File: config.mk
export PLATFORM = sky130hd
export DESIGN_NAME = ctx_tx_top
export DESIGN_NICKNAME = d
export VERILOG_FILES = /design/src/rtl/ctx_pkg.sv /design/src/rtl/ctx_sync.sv /design/src/rtl/ctx_holdreg.sv /design/src/rtl/ctx_errflag.sv /design/src/rtl/ctx_fsm.sv /design/src/rtl/ctx_tx_top.sv
export SDC_FILE = /design/constraint.sdc
export NUM_CORES = 1
export LEC_CHECK = 0
export ABC_AREA = 1
export BUFFER_PORTS_ARGS = -buffer_cell sky130_fd_sc_hd__buf_2
export CELL_PAD_IN_SITES_DETAIL_PLACEMENT = 2
export CELL_PAD_IN_SITES_GLOBAL_PLACEMENT = 2
export CORE_ASPECT_RATIO = 1.25
export CORE_MARGIN = 2
export CORE_UTILIZATION = 34
export DETAILED_ROUTE_END_ITERATION = 10
export PLACE_DENSITY_LB_ADDON = 0.1
export SLEW_MARGIN = 25
export SYNTH_ARGS = -nofsm -noshare
export SYNTH_HDL_FRONTEND = slang
export SYNTH_SLANG_ARGS = --single-unit
File: constraint.sdc
create_clock -name clk -period 2.4 [get_ports clk]
set_clock_uncertainty 0.1 [all_clocks]
set_input_delay 0.24 -clock clk [delete_from_list [all_inputs] [get_ports clk]]
set_output_delay 0.24 -clock clk [all_outputs]
set_load 0.005 [all_outputs]
File: src/rtl/ctx_pkg.sv
package ctx_pkg;
    typedef enum logic [1:0] {
        S_IDLE  = 2'd0,
        S_START = 2'd1,
        S_DATA  = 2'd2,
        S_STOP  = 2'd3
    } tx_state_e;

    localparam logic [1:0] CHK_EARLY = 2'b01;
    localparam logic [1:0] CHK_LATE  = 2'b10;

    function automatic logic chk_enabled(input logic [1:0] mode);
        return (mode == CHK_EARLY) || (mode == CHK_LATE);
    endfunction
endpackage

File: src/rtl/ctx_sync.sv
module ctx_sync #(
    parameter int STAGES = 2
) (
    input  logic clk,
    input  logic rst_n,
    input  logic d,
    output logic q
);
    logic [STAGES-1:0] chain;

    always_ff @(posedge clk or negedge rst_n) begin
        if (!rst_n) begin
            chain <= '1;
        end else begin
            chain[0] <= d;
            for (int i = 1; i < STAGES; i++) begin
                chain[i] <= chain[i-1];
            end
        end
    end

    assign q = chain[STAGES-1];
endmodule

File: src/rtl/ctx_holdreg.sv
module ctx_holdreg #(
    parameter int DATA_W = 8
) (
    input  logic              clk,
    input  logic              rst_n,
    input  logic              wr,
    input  logic [DATA_W-1:0] wdata,
    input  logic              blocked,
    input  logic              pop,
    input  logic              flush,
    output logic              full,
    output logic [DATA_W-1:0] data
);
    always_ff @(posedge clk or negedge rst_n) begin
        if (!rst_n) begin
            full <= 1'b0;
            data <= '0;
        end else if (flush) begin
            full <= 1'b0;
        end else if (pop) begin
            full <= 1'b0;
        end else if (wr && !full && !blocked) begin
            full <= 1'b1;
            data <= wdata;
        end
    end

    // an abort leaves nothing held
    p_flush_empties_r5: assert property (@(posedge clk) disable iff (!rst_n)
        flush |=> !full);

    // a held byte stays put until it is taken or dropped
    p_hold_stable_r2: assert property (@(posedge clk) disable iff (!rst_n)
        (full && !pop && !flush) |=> (full && $stable(data)));
endmodule

File: src/rtl/ctx_errflag.sv
module ctx_errflag (
    input  logic       clk,
    input  logic       rst_n,
    input  logic [1:0] chk_mode,
    input  logic       set,
    input  logic       clr,
    output logic       err
);
    import ctx_pkg::*;

    always_ff @(posedge clk or negedge rst_n) begin
        if (!rst_n) begin
            err <= 1'b0;
        end else if (!chk_enabled(chk_mode)) begin
            err <= 1'b0;
        end else if (set) begin
            err <= 1'b1;
        end else if (clr) begin
            err <= 1'b0;
        end
    end

    // a disabled mode forces the flag low
    p_off_clears_r7: assert property (@(posedge clk) disable iff (!rst_n)
        !chk_enabled(chk_mode) |=> !err);

    // a mismatch raises the flag
    p_set_on_abort_r6: assert property (@(posedge clk) disable iff (!rst_n)
        (set && chk_enabled(chk_mode)) |=> err);
endmodule

File: src/rtl/ctx_fsm.sv
module ctx_fsm #(
    parameter int DATA_W   = 8,
    parameter int OVS      = 16,
    parameter int EARLY_PT = 8,
    parameter int LATE_PT  = 12
) (
    input  logic              clk,
    input  logic              rst_n,
    input  logic              tick,
    input  logic              buf_full,
    input  logic [DATA_W-1:0] buf_data,
    input  logic              blocked,
    input  logic [1:0]        chk_mode,
    input  logic              rx_bit,
    output logic              load,
    output logic              abort,
    output logic              line_lvl,
    output logic              done_flag
);
    import ctx_pkg::*;

    localparam int CNT_W = $clog2(OVS);
    localparam int IDX_W = $clog2(DATA_W);
    localparam logic [CNT_W-1:0] LAST_TICK = CNT_W'(OVS - 1);
    localparam logic [CNT_W-1:0] EARLY_CNT = CNT_W'(EARLY_PT);
    localparam logic [CNT_W-1:0] LATE_CNT  = CNT_W'(LATE_PT);
    localparam logic [IDX_W-1:0] LAST_BIT  = IDX_W'(DATA_W - 1);

    tx_state_e         state, nxt;
    logic [CNT_W-1:0]  tick_cnt;
    logic [IDX_W-1:0]  bit_idx;
    logic [DATA_W-1:0] shreg;
    logic              bit_end, cmp_hit;
    logic [CNT_W-1:0]  cmp_pt;

    assign bit_end = tick && (tick_cnt == LAST_TICK);
    assign cmp_pt  = (chk_mode == CHK_LATE) ? LATE_CNT : EARLY_CNT;
    assign cmp_hit = tick && (tick_cnt == cmp_pt);
    assign load    = (state == S_IDLE) && buf_full && !blocked;
    assign abort   = chk_enabled(chk_mode) && (state != S_IDLE)
                     && cmp_hit && (rx_bit != line_lvl);

    // state register
    always_ff @(posedge clk or negedge rst_n) begin
        if (!rst_n) state <= S_IDLE;
        else        state <= nxt;
    end

    // transitions
    always_comb begin
        nxt = state;
        unique case (state)
            S_IDLE:  if (load) nxt = S_START;
            S_START: if (abort) nxt = S_IDLE;
                     else if (bit_end) nxt = S_DATA;
            S_DATA:  if (abort) nxt = S_IDLE;
                     else if (bit_end && bit_idx == LAST_BIT) nxt = S_STOP;
            S_STOP:  if (abort || bit_end) nxt = S_IDLE;
        endcase
    end

    // outputs
    always_comb begin
        unique case (state)
            S_IDLE:  line_lvl = 1'b1;
            S_START: line_lvl = 1'b0;
            S_DATA:  line_lvl = shreg[0];
            S_STOP:  line_lvl = 1'b1;
        endcase
    end

    // bit timing and shifter
    always_ff @(posedge clk or negedge rst_n) begin
        if (!rst_n) begin
            tick_cnt <= '0;
            bit_idx  <= '0;
            shreg    <= '0;
        end else if (state == S_IDLE || abort) begin
            tick_cnt <= '0;
            bit_idx  <= '0;
            if (load) shreg <= buf_data;
        end else if (tick) begin
            tick_cnt <= tick_cnt + 1'b1;
            if (bit_end && state == S_DATA) begin
                shreg   <= shreg >> 1;
                bit_idx <= bit_idx + 1'b1;
            end
        end
    end

    always_ff @(posedge clk or negedge rst_n) begin
        if (!rst_n) begin
            done_flag <= 1'b1;
        end else if (load) begin
            done_flag <= 1'b0;
        end else if (abort || (state == S_STOP && bit_end)) begin
            done_flag <= 1'b1;
        end
    end

    // a mismatch ends the frame and reports it complete
    p_abort_to_idle_r5: assert property (@(posedge clk) disable iff (!rst_n)
        abort |=> (state == S_IDLE && done_flag));

    // a raised error keeps the machine parked
    p_blocked_stays_r6: assert property (@(posedge clk) disable iff (!rst_n)
        (state == S_IDLE && blocked) |=> (state == S_IDLE));

    // a started frame is not complete
    p_busy_not_done_r2: assert property (@(posedge clk) disable iff (!rst_n)
        load |=> !done_flag);
endmodule

File: src/rtl/ctx_tx_top.sv
module ctx_tx_top #(
    parameter int DATA_W      = 8,
    parameter int OVS         = 16,
    parameter int SYNC_STAGES = 2,
    parameter int EARLY_PT    = 8,
    parameter int LATE_PT     = 12
) (
    input  logic              clk,
    input  logic              rst_n,
    input  logic              tick16,
    input  logic              wr_stb,
    input  logic [DATA_W-1:0] wr_data,
    input  logic              rx_pin,
    input  logic [1:0]        chk_mode,
    input  logic              tx_inv,
    input  logic              rx_inv,
    input  logic              err_clr,
    output logic              tx_pin,
    output logic              empty_flag,
    output logic              done_flag,
    output logic              err_flag
);
    logic              rx_bit, buf_full, load, abort, line_lvl;
    logic [DATA_W-1:0] buf_data;

    ctx_sync #(.STAGES(SYNC_STAGES)) u_sync (
        .clk(clk), .rst_n(rst_n), .d(rx_pin ^ rx_inv), .q(rx_bit)
    );

    ctx_holdreg #(.DATA_W(DATA_W)) u_hold (
        .clk(clk), .rst_n(rst_n), .wr(wr_stb), .wdata(wr_data),
        .blocked(err_flag), .pop(load), .flush(abort),
        .full(buf_full), .data(buf_data)
    );

    ctx_errflag u_err (
        .clk(clk), .rst_n(rst_n), .chk_mode(chk_mode),
        .set(abort), .clr(err_clr), .err(err_flag)
    );

    ctx_fsm #(
        .DATA_W(DATA_W), .OVS(OVS), .EARLY_PT(EARLY_PT), .LATE_PT(LATE_PT)
    ) u_fsm (
        .clk(clk), .rst_n(rst_n), .tick(tick16), .buf_full(buf_full),
        .buf_data(buf_data), .blocked(err_flag), .chk_mode(chk_mode),
        .rx_bit(rx_bit), .load(load), .abort(abort), .line_lvl(line_lvl),
        .done_flag(done_flag)
    );

    assign tx_pin     = line_lvl ^ tx_inv;
    assign empty_flag = !buf_full;

    // the pin rests at the idle level right after an abort
    p_idle_after_abort_r8: assert property (@(posedge clk) disable iff (!rst_n)
        abort |=> ((tx_pin ^ tx_inv) == 1'b1));

    // an abort leaves the holding register reported empty
    p_empty_after_abort_r5: assert property (@(posedge clk) disable iff (!rst_n)
        abort |=> empty_flag);
endmodule

* Yosys cells after proc, flatten, opt, wreduce, memory -nomap -nowiden
Cells that the tools add are included.
** Word-level totals
- Bits in registers :: 30
- Logic and storage cells :: 85
- Output and inout bits :: 4
- Input bits :: 18
** Cells by class
- Multiplexer cells :: 26
- Bitwise logic cells :: 4
- Reductions and logical operators :: 29
- Eq/ne operators :: 15
- $add $sub $neg :: 2
** Operators with widths (number)
- 8-bit two-way mux :: 4
- 1-bit logical AND :: 12
- 2-bit two-way mux :: 6
- 3-bit two-way mux :: 4
- 1-bit two-way mux :: 8
- 4-bit two-way mux :: 2
- 2-bit one-hot mux with 4 select lines :: 1
- 2-bit nonzero test :: 4
- 2-bit equality test (second input constant) :: 3
- 3-bit by 1-bit inequality test with 1-bit output (second input constant) :: 2
- 3-bit AND reduction :: 2
- 4-bit by 1-bit adder with 4-bit output (second input constant) :: 1
- 2-bit by 1-bit equality test with 1-bit output (second input constant) :: 2
- 4-bit equality test :: 1
- 4-bit equality test (second input constant) :: 1
- 1-bit logical OR :: 4
- 2-bit inequality test (second input constant) :: 2
- 4-bit AND reduction :: 1
- 3-bit by 1-bit adder with 3-bit output (second input constant) :: 1
- 3-bit equality test (second input constant) :: 1
- 3-bit by 2-bit inequality test with 1-bit output (second input constant) :: 1
- 1-bit one-hot mux with 3 select lines :: 1
- 3-bit nonzero test :: 1
- 1-bit zero test :: 2
- other kinds (7) :: 9

* Logic depth before layout (Yosys ltp)
Gate-level depths: netlist (run 1).
- Depth after elaboration :: 9
- Mapped depth :: 14
- Depth with buffers taken out :: 13

* Cells and area by module
A second synthesis (run 1) with hierarchy kept.
** Unflattened totals
- Cells, all modules :: 215
- Area, all modules :: 1726.7 um^2
** Modules (own cells, without submodules)
- ctx_fsm :: cells an instance 153, instances 1, seq. area each 451.7 um^2, area an instance 1186.1 um^2
- ctx_holdreg :: cells an instance 40, instances 1, seq. area each 225.2 um^2, area an instance 390.4 um^2
- ctx_errflag :: cells an instance 9, instances 1, seq. area each 25.0 um^2, area an instance 56.3 um^2
- ctx_sync :: cells an instance 2, instances 1, seq. area each 52.6 um^2, area an instance 52.6 um^2
- ctx_tx_top :: cells an instance 11, instances 1, seq. area each 0.0 um^2, area an instance 41.3 um^2

* Least setup slack after synthesis (run 1)
OpenSTA, ideal clock, no wires.
- Path kind :: register to register
- From :: register u_fsm.state[0]
- To :: register u_hold.full
- Stages on the path, launching flop included :: 9
- Period minus slack after synthesis :: 1765 ps
- Data arrival time :: 1532 ps
- Data required time :: 2167 ps
- Buffers on the path :: 1
- Setup time :: 133 ps
- Slack :: 635 ps
- Path through :: dfrtp_1 > inv_1 > ha_1 > inv_2 > nor3_2 > inv_2 > nand4_2 > buf_6 > o31ai_1
** Between the ends
- Word-level cells in the longest chain between the ends :: 6
- Elaborated cells between the ends (all ways) :: 16
- Those cells by class :: eq/ne (4); mux (3); reduce/logical (9)
** RTL lines
- start, declared :: RTL line ctx_fsm.sv:29 : tx_state_e state, nxt;
- start signal, assigned :: RTL line ctx_fsm.sv:46 : else state <= nxt;
- 2-bit equality test / 2-bit zero test (equally long branches) :: RTL line ctx_fsm.sv:64, ctx_fsm.sv:39
- 2-bit OR reduction (no source line)
- 1-bit one-hot mux with 3 select lines :: RTL line ctx_fsm.sv:64 : unique case (state)
- 1-bit inequality test :: RTL line ctx_fsm.sv:41 : && cmp_hit && (rx_bit != line_lvl);
- 1-bit logical AND :: RTL line ctx_fsm.sv:41
- 3-bit nonzero test (no source line) / 1-bit two-way mux (equally long branches)
- end signal, assigned :: RTL line ctx_holdreg.sv:19 : full <= 1'b0;
- end signal, assigned :: RTL line ctx_holdreg.sv:21 : full <= 1'b0;
- end signal, assigned :: RTL line ctx_holdreg.sv:23 : full <= 1'b1;
- end, declared :: RTL line ctx_holdreg.sv:11 : output logic full,
Parallel ways exist; a longest one is shown, timed or not.
A chain may end at the register's enable or synchronous reset.

* Worst setup path after layout (run 1)
- From :: register u_fsm.state[0]
- To :: register u_fsm.shreg[1]
** Between the ends
- Word-level cells in the longest chain between the ends :: 8
- Elaborated cells between the ends (all ways) :: 20
- Those cells by class :: eq/ne (5); mux (2); reduce/logical (13)
** RTL lines
- 2-bit equality test / 2-bit zero test (equally long branches) :: RTL line ctx_fsm.sv:64, ctx_fsm.sv:39, ctx_fsm.sv:78
- 2-bit OR reduction (no source line)
- 1-bit one-hot mux with 3 select lines :: RTL line ctx_fsm.sv:64
- 1-bit inequality test :: RTL line ctx_fsm.sv:41
- 1-bit logical AND :: RTL line ctx_fsm.sv:41
- 1-bit logical OR :: RTL line ctx_fsm.sv:78 : end else if (state == S_IDLE || abort) begin
- 2-bit inequality test (no source line) / 2-bit nonzero test (equally long branches)
- 3-bit AND reduction (no source line)
- end signal, assigned :: RTL line ctx_fsm.sv:81 : if (load) shreg <= buf_data;
- end signal, assigned :: RTL line ctx_fsm.sv:85 : shreg <= shreg >> 1;
- end, declared :: RTL line ctx_fsm.sv:32 : logic [DATA_W-1:0] shreg;
Parallel ways exist; a longest one is shown, timed or not.

==> impl_results.md, run 1 <==
- Status: finished clean
- Final core utilization: 0.410
- Clk slew on worst S/H paths: 60 ps
- Port bufs: 21
- Post-synth cell types: 26
- Placed insts: 280
- Slew of the pin with the lowest slew margin: 709 ps
- Slew Limit Headroom: 0.527
- Max cap viols: 0
- GRT Util Overall: 0.184
- WHS Path Cells: 2
- Num ports: 22
- Die height: 82.2 um
- Placer Congestion: 0.753
- Final nets: 259
- CTS tree: built
- Routed vias/inst: 4.76
- Worst vdd ir: 0.390 mV
- CTS buffer count: 5
- WP data arrival: 2190 ps
- Post-Route WL: 4.30 mm
- Mapped Avg Cell Area: 8.23 um^2
- Seq/Total Area, Yosys: 0.454
- # diodes: 0
- CP Capture Type: flip-flop
- Psw: 909 uW
- Pint: 1220 uW
- Die width: 66.6 um
- R2R setup slack: 280 ps
- Core area: 4730 um^2
- HPWL after DPL: 3.25 mm
- Final min period: 2120 ps
- Max clock buf depth: 2
- Row count: 28
- Post-DRT Antenna Nets: 0
- Final Hold Vio Count: 0
- Fmax: 0.471 GHz
- #FFs+latches synth: 30
- Drt first pass iters: 4
- Static leakage: 0.00104 uW
- Starting Density: 0.352
- Max-slew violation count: 0
- CP required: 2470 ps
- Startpoint Class: flip-flop
- Worst r2r path cells: 12
- Min-delay worst type: input port to flip-flop
- Total power divided by cell area: 1100 nW/um^2
- Post-Synthesis Cells: 202
- Critical path class: flip-flop to flip-flop
- Mapped Nets: 231
- Die Footprint: 5470 um^2
- Htree depth: 2
- Wire per inst: 14.8 um
- First-pass GRT wire length: 7.37 mm
- Clock sink count: 30
- Register share of total power: 0.365
- Vias in the first global route: 1588
- Reg2reg start: u_fsm.state[0]$_DFFE_PN0P_
- Critical hold path startpoint: err_clr
- Largest net degree at the start of global routing: 31
- Comb pwr share: 0.435
- Total number of vias: 1386
- Max FO, Critical Path: 12
- Reg2reg end: u_fsm.shreg[1]$_DFFE_PN0P_
- Post-CTS Setup Repair Bufs: 0
- Initial drt markers: 23
- Final worst path period share: 0.884
- Drt drc: 0
- Worst Hold End: u_err.err$_DFFE_PN0P_
- Share of layout cells above drive strength 1: 0.190
- Final Setup Violations: 0
- Setup TNS: 0 ps
- Final Non-Filler Cells: 291
- Initial antenna violation count: 0
- Root Driver: clkbuf_8
- Synth Warn #: 0
- Worst skew pair latency: 280 ps
- Sw Ratio: 0.427
- Clock share of power: 0.200
- Cell Area, Synth: 1660 um^2
- Area grow syn2layout: 16.6%
- Total gr overflow: 0
- RSZ-0062 raised after global routing: false
[cells in the final DEF (no fill, tap or decap)]
cell type / n
o21bai_1: 1
clkbuf_1: 1
inv_2: 4
dfrtp_1: 27
nand2_1: 73
ha_1: 11
dfstp_2: 3
nand4_1: 2
nor2_2: 1
inv_1: 27
nand3_1: 8
nand4_4: 1
nand2_4: 1
clkinv_2: 1
nand2_2: 1
nand3_4: 2
o31ai_1: 2
xor2_1: 3
clkbuf_8: 6
buf_2: 21
xnor2_1: 1
nor3_2: 1
o21ai_0: 13
a21oi_1: 3
o21ai_2: 1
nor2_1: 12
nand2_8: 1
dlygate4sd3_1: 3
[cells by family after synthesis]
| group | share of synthesized area |
|---|---|
| fa+ha+maj | 0.0828 |
| simple gates | 0.280 |
| compound gates | 0.0670 |
| flops | 0.454 |
| buf+inv | 0.0956 |
| xor+xnor | 0.0211 |
[worst max path at each step]
stage,slack [ps],endpoint,cells after the start,startpoint
floorplan,640,u_hold.full$_DFFE_PN0P_,8,u_fsm.state[0]$_DFFE_PN0P_
CTS,70,u_fsm.shreg[1]$_DFFE_PN0P_,13,u_fsm.state[0]$_DFFE_PN0P_
global placement,240,u_hold.data[6]$_DFFE_PN0P_,10,u_fsm.state[0]$_DFFE_PN0P_
finish,280,u_fsm.shreg[1]$_DFFE_PN0P_,12,u_fsm.state[0]$_DFFE_PN0P_
global route,60,u_fsm.shreg[5]$_DFFE_PN0P_,12,u_fsm.state[0]$_DFFE_PN0P_
detailed placement,0.2,u_hold.data[7]$_DFFE_PN0P_,9,u_fsm.state[0]$_DFFE_PN0P_
[Yosys cell counts]
cell type	number	share of area
nand4_2	1	0.0075
inv_1	27	0.061
buf_6	2	0.014
nor2_1	12	0.027
o21bai_1	1	0.0045
xor2_1	3	0.016
nand3_4	1	0.011
nand2_8	1	0.012
inv_2	4	0.0090
a21oi_1	3	0.0090
dfrtp_1	27	0.41
nand2_2	1	0.0038
buf_12	1	0.012
nand3_1	8	0.024
o21ai_0	13	0.039
dfstp_2	3	0.047
nand2_1	73	0.16
nor3_2	1	0.0060
nor2_2	1	0.0038
xnor2_1	1	0.0053
ha_1	11	0.083
o21ai_2	1	0.0053
o31ai_1	2	0.0090
nand2_4	1	0.0068
nand4_1	2	0.0075
nand3_2	1	0.0060
[metal layers]
layer | part of all wire | track usage | vias to the layer above | wire (um)
met5 | 0 | 0 | - | 0
met2 | 0.56 | 0.353 | 20 | 2390
li1 | - | - | 679 | -
met4 | 0.019 | 0.0796 | 0 | 80
met3 | 0.025 | 0.0366 | 6 | 109
met1 | 0.40 | 0.192 | 681 | 1720
[state kept, by name, indices dropped and copies added (netlist names)]
register,flops
u_fsm.bit_idx,3
u_fsm.shreg,8
u_hold.data,8
u_fsm.state,2
u_sync.chain,2
u_err.err,1
u_fsm.tick_cnt,4
u_fsm.done_flag,1
u_hold.full,1
[through the flow]
step | total power, uW | hold slack, ps | setup slack (ps) | cell area [um^2]
after CTS | 2180 | 19.8 | 71.7 | 1930
after detailed placement | 1710 | 241 | 0.191 | 1800
after global placement | 1640 | 227 | 244 | 1800
after global routing | 2360 | 13.3 | 56.8 | 1940
after floorplan | 1470 | -156 | 635 | 1660
final | 2130 | 30.4 | 278 | 1940
[critical path, cell delays in order (launching register included)]
cell	delay, ps
dfrtp_1	430
inv_1	100
ha_1	250
nor2_1	110
nand2_1	50
nor2_1	190
nand3_4	230
nand2_8	170
inv_2	110
nand2_1	80
nand2_1	60
nand2_1	70
nand2_1	50
[final cells by class]
cell class,count,area (um^2)
well taps,60,75.1
flip-flops and latches,30,754
clock inverters,1,5.00
multi-input cells,138,766
fillers,578,2790
clock buffers,7,86.3
inverters,31,116
repair buffers,24,135
[repair_timing]
action	4_1_cts	5_1_grt
setup endpoints to repair	1	6
hold endpoints to repair	28	0
cloned	0	0
hold buffers	3	0
resized for setup	1	1
[power by group through the flow]
stage	Combinational, uW	Clock (uW)	Sequential (uW)
3_3_place_gp	864	0	780
6_report	926	425	776
2_1_floorplan	722	0	748
3_5_place_dp	928	0	786
5_1_grt	1090	464	801
4_1_cts	955	444	781
No activity file was read; power rests on OpenSTA's default activity.
==> inputs of run 2 (changes only) <==
--- a/config.mk
+++ b/config.mk
@@ -5,13 +5,13 @@
 export SDC_FILE = /design/constraint.sdc
 export NUM_CORES = 1
 export LEC_CHECK = 0
-export ABC_AREA = 1
 export BUFFER_PORTS_ARGS = -buffer_cell sky130_fd_sc_hd__buf_2
-export CELL_PAD_IN_SITES_DETAIL_PLACEMENT = 2
-export CELL_PAD_IN_SITES_GLOBAL_PLACEMENT = 2
+export CAP_MARGIN = 30
+export CELL_PAD_IN_SITES_DETAIL_PLACEMENT = 1
+export CELL_PAD_IN_SITES_GLOBAL_PLACEMENT = 1
 export CORE_ASPECT_RATIO = 1.25
 export CORE_MARGIN = 2
-export CORE_UTILIZATION = 34
+export CORE_UTILIZATION = 44
 export DETAILED_ROUTE_END_ITERATION = 10
 export PLACE_DENSITY_LB_ADDON = 0.1
 export SLEW_MARGIN = 25
==> impl_results.md, run 2 <==
- Vias in the first global route: 1658
- Ys async rst share: 1.00
- HPWL after DPL: 3.45 mm
- Post-CTS Setup Repair Bufs: 0
- CP Capture Type: flip-flop
- Commonest cells post-synth: dfrtp_1, nand2_1, nand3_1, a21oi_1, ha_1
- Largest cells by area after synthesis: dfrtp_1, ha_1, nand3_1
- Num ports: 22
- Largest net degree at the start of global routing: 31
- Fin area: 2140 um^2
- Total gr overflow: 0
- Critical path's slowest cell: dfrtp_1
- Final min period: 2230 ps
- Mapped Avg Cell Area: 9.62 um^2
- CTS buffer count: 5
- CP delay by family, top: compound AO/OA/AOI/OAI gates
- Crit path buffers/inverters: 2
- Clock sink count: 30
- Max clock buf depth: 2
- Synth Flop Type: dfrtp_1
- Post-synth cell types: 46
- Die width: 61.8 um
- Initial drt markers: 52
- Most common cell after layout, fill and taps aside: dfrtp_1
- Clk slew on worst S/H paths: 60 ps
- Post-Route WL: 4.95 mm
- CP required: 2460 ps
- Post-Synthesis Cells: 191
- Startpoint Class: flip-flop
- Drt drc: 0
- Share of layout cells above drive strength 1: 0.250
- # diodes: 0
- Static leakage: 0.000942 uW
- Die Footprint: 4710 um^2
- Total power divided by cell area: 1230 nW/um^2
- Max FO, Critical Path: 8
- Row count: 26
- Final core utilization: 0.530
- Share of the synthesized area in the top cell type: 0.368
- Initial antenna violation count: 0
- Final Non-Filler Cells: 272
- Final worst path period share: 0.930
- Area after DPL: 2000 um^2
- Setup TNS: 0 ps
- Placer Congestion: 0.844
- Worst path cell trace: inv_1 -> ha_1 -> o21ai_1 -> o22a_1 -> buf_4 -> o2bb2ai_1 -> o31a_1
- First-pass GRT wire length: 8.36 mm
- Routed vias/inst: 5.84
- #FFs+latches synth: 30
- Total number of vias: 1589
- Cell Area, Synth: 1840 um^2
- Final Setup Violations: 0
- Synth Warn #: 0
- Starting Density: 0.455
- Worst skew pair latency: 280 ps
- RSZ-0062 raised after global routing: false
- Placed insts: 261
- Yosys top cell by area: dfrtp_1
- Root Driver: clkbuf_8
- Drt first pass iters: 4
- WP data arrival: 2290 ps
- Min-delay worst type: input port to flip-flop
- Status: finished clean
- Final Hold Vio Count: 0
- Commonest non-fill, non-tap cells in the layout: dfrtp_1, nand2_1, buf_2, nand3_1, a21oi_1
- Area grow syn2layout: 16.3%
- Port bufs: 21
- Slew Limit Headroom: 0.542
- Fmax: 0.448 GHz
- CP peak stage delay: 440 ps
- Slew of the pin with the lowest slew margin: 686 ps
- GRT Util Overall: 0.237
- Die height: 76.2 um
- CTS tree: built
- Most frequent cell after synthesis: dfrtp_1
- Max-slew violation count: 0
- Final nets: 244
- Mapped Nets: 220
- Wire per inst: 18.2 um
- Critical path class: flip-flop to flip-flop
- Htree depth: 2
- Core area: 4030 um^2
- Largest regs: u_fsm.shreg x8, u_hold.data x8, u_fsm.tick_cnt x4
- Fillers: 495
- EDFF count, synth: 0
- Seq/Total Area, Yosys: 0.411
- Max cap viols: 0
- Post-DRT Antenna Nets: 0
- Worst vdd ir: 0.500 mV
run 2: changes by cell type in the layout (fill, tap and decap cells not counted), sizes merged, moves of 4 or more:
cell	previous run	this run
nand2	76	22
inv	31	8
a21oi	3	14
o21ai	14	3
nand3	10	19
mux2	0	8
nor2	13	6
o2bb2ai	0	6
o31a	0	6
buf	21	26
o22ai	0	4
run 2: power by group:
| group | internal [uW] | leakage [uW] | switching, uW |
|---|---|---|---|
| sequential | 714 | 0.000362 | 184 |
| clock | 289 | 0.0000575 | 187 |
| combinational | 558 | 0.000522 | 697 |
run 2: through the flow:
step           total power [uW]  hold WS, ps  setup slack, ps
2_1_floorplan              1770         -156              314
3_3_place_gp               2050          210              179
3_5_place_dp               2150          228             73.1
4_1_cts                    2640         1.56             58.8
5_1_grt                    2840         91.0             64.2
6_report                   2630         94.3              169
run 2: cell families after synthesis:
logic type	after synthesis	share of synthesized area
xor gates and xnor gates	5	0.0279
DFF	30	0.411
and+or+nand+nor	68	0.189
AOI/OAI and AO/OA	48	0.198
adders and majority gates	11	0.0749
buffers and inverters	20	0.0450
muxes	9	0.0545
run 2: final timing paths:
path                                             from  depth (start not counted)                       endpoint  slack, ps
hold / removal                             wr_data[0]                          2     u_hold.data[0]$_DFFE_PN0P_         90
max in group asynchronous                       rst_n                          2     u_fsm.shreg[0]$_DFFE_PN0P_       1290
setup reg to reg           u_fsm.state[0]$_DFFE_PN0P_                          7     u_fsm.shreg[0]$_DFFE_PN0P_        170
setup / recovery           u_fsm.state[0]$_DFFE_PN0P_                          7     u_fsm.shreg[0]$_DFFE_PN0P_        170
hold reg to reg             u_sync.chain[0]$_DFF_PN1_                          0      u_sync.chain[1]$_DFF_PN1_        260
min in group asynchronous                       rst_n                          2  u_fsm.tick_cnt[0]$_DFFE_PN0P_        450
run 2: final cells by class:
cell class,count,area [um^2],area share
Multi-Input combinational cell,141,1000,0.468
Sequential cell,30,754,0.353
Timing Repair Buffer,29,173,0.0808
Clock buffer,8,110,0.0515
Tap cell,56,70.1,0.0328
Inverter,8,30.0,0.0141
run 2: layer usage:
metal | vias to the layer above | share of wire | global-route usage
met5 | - | 0 | 0
met4 | 0 | 0.017 | 0.0702
met3 | 7 | 0.031 | 0.0543
met2 | 36 | 0.51 | 0.372
met1 | 808 | 0.44 | 0.320
li1 | 738 | - | -
run 2: what timing repair did:
action                     in CTS  in global routing
hold endpoints to repair       27                  1
setup endpoints to repair       0                 15
gates resized for setup         0                  1
hold buffers                    1                  2
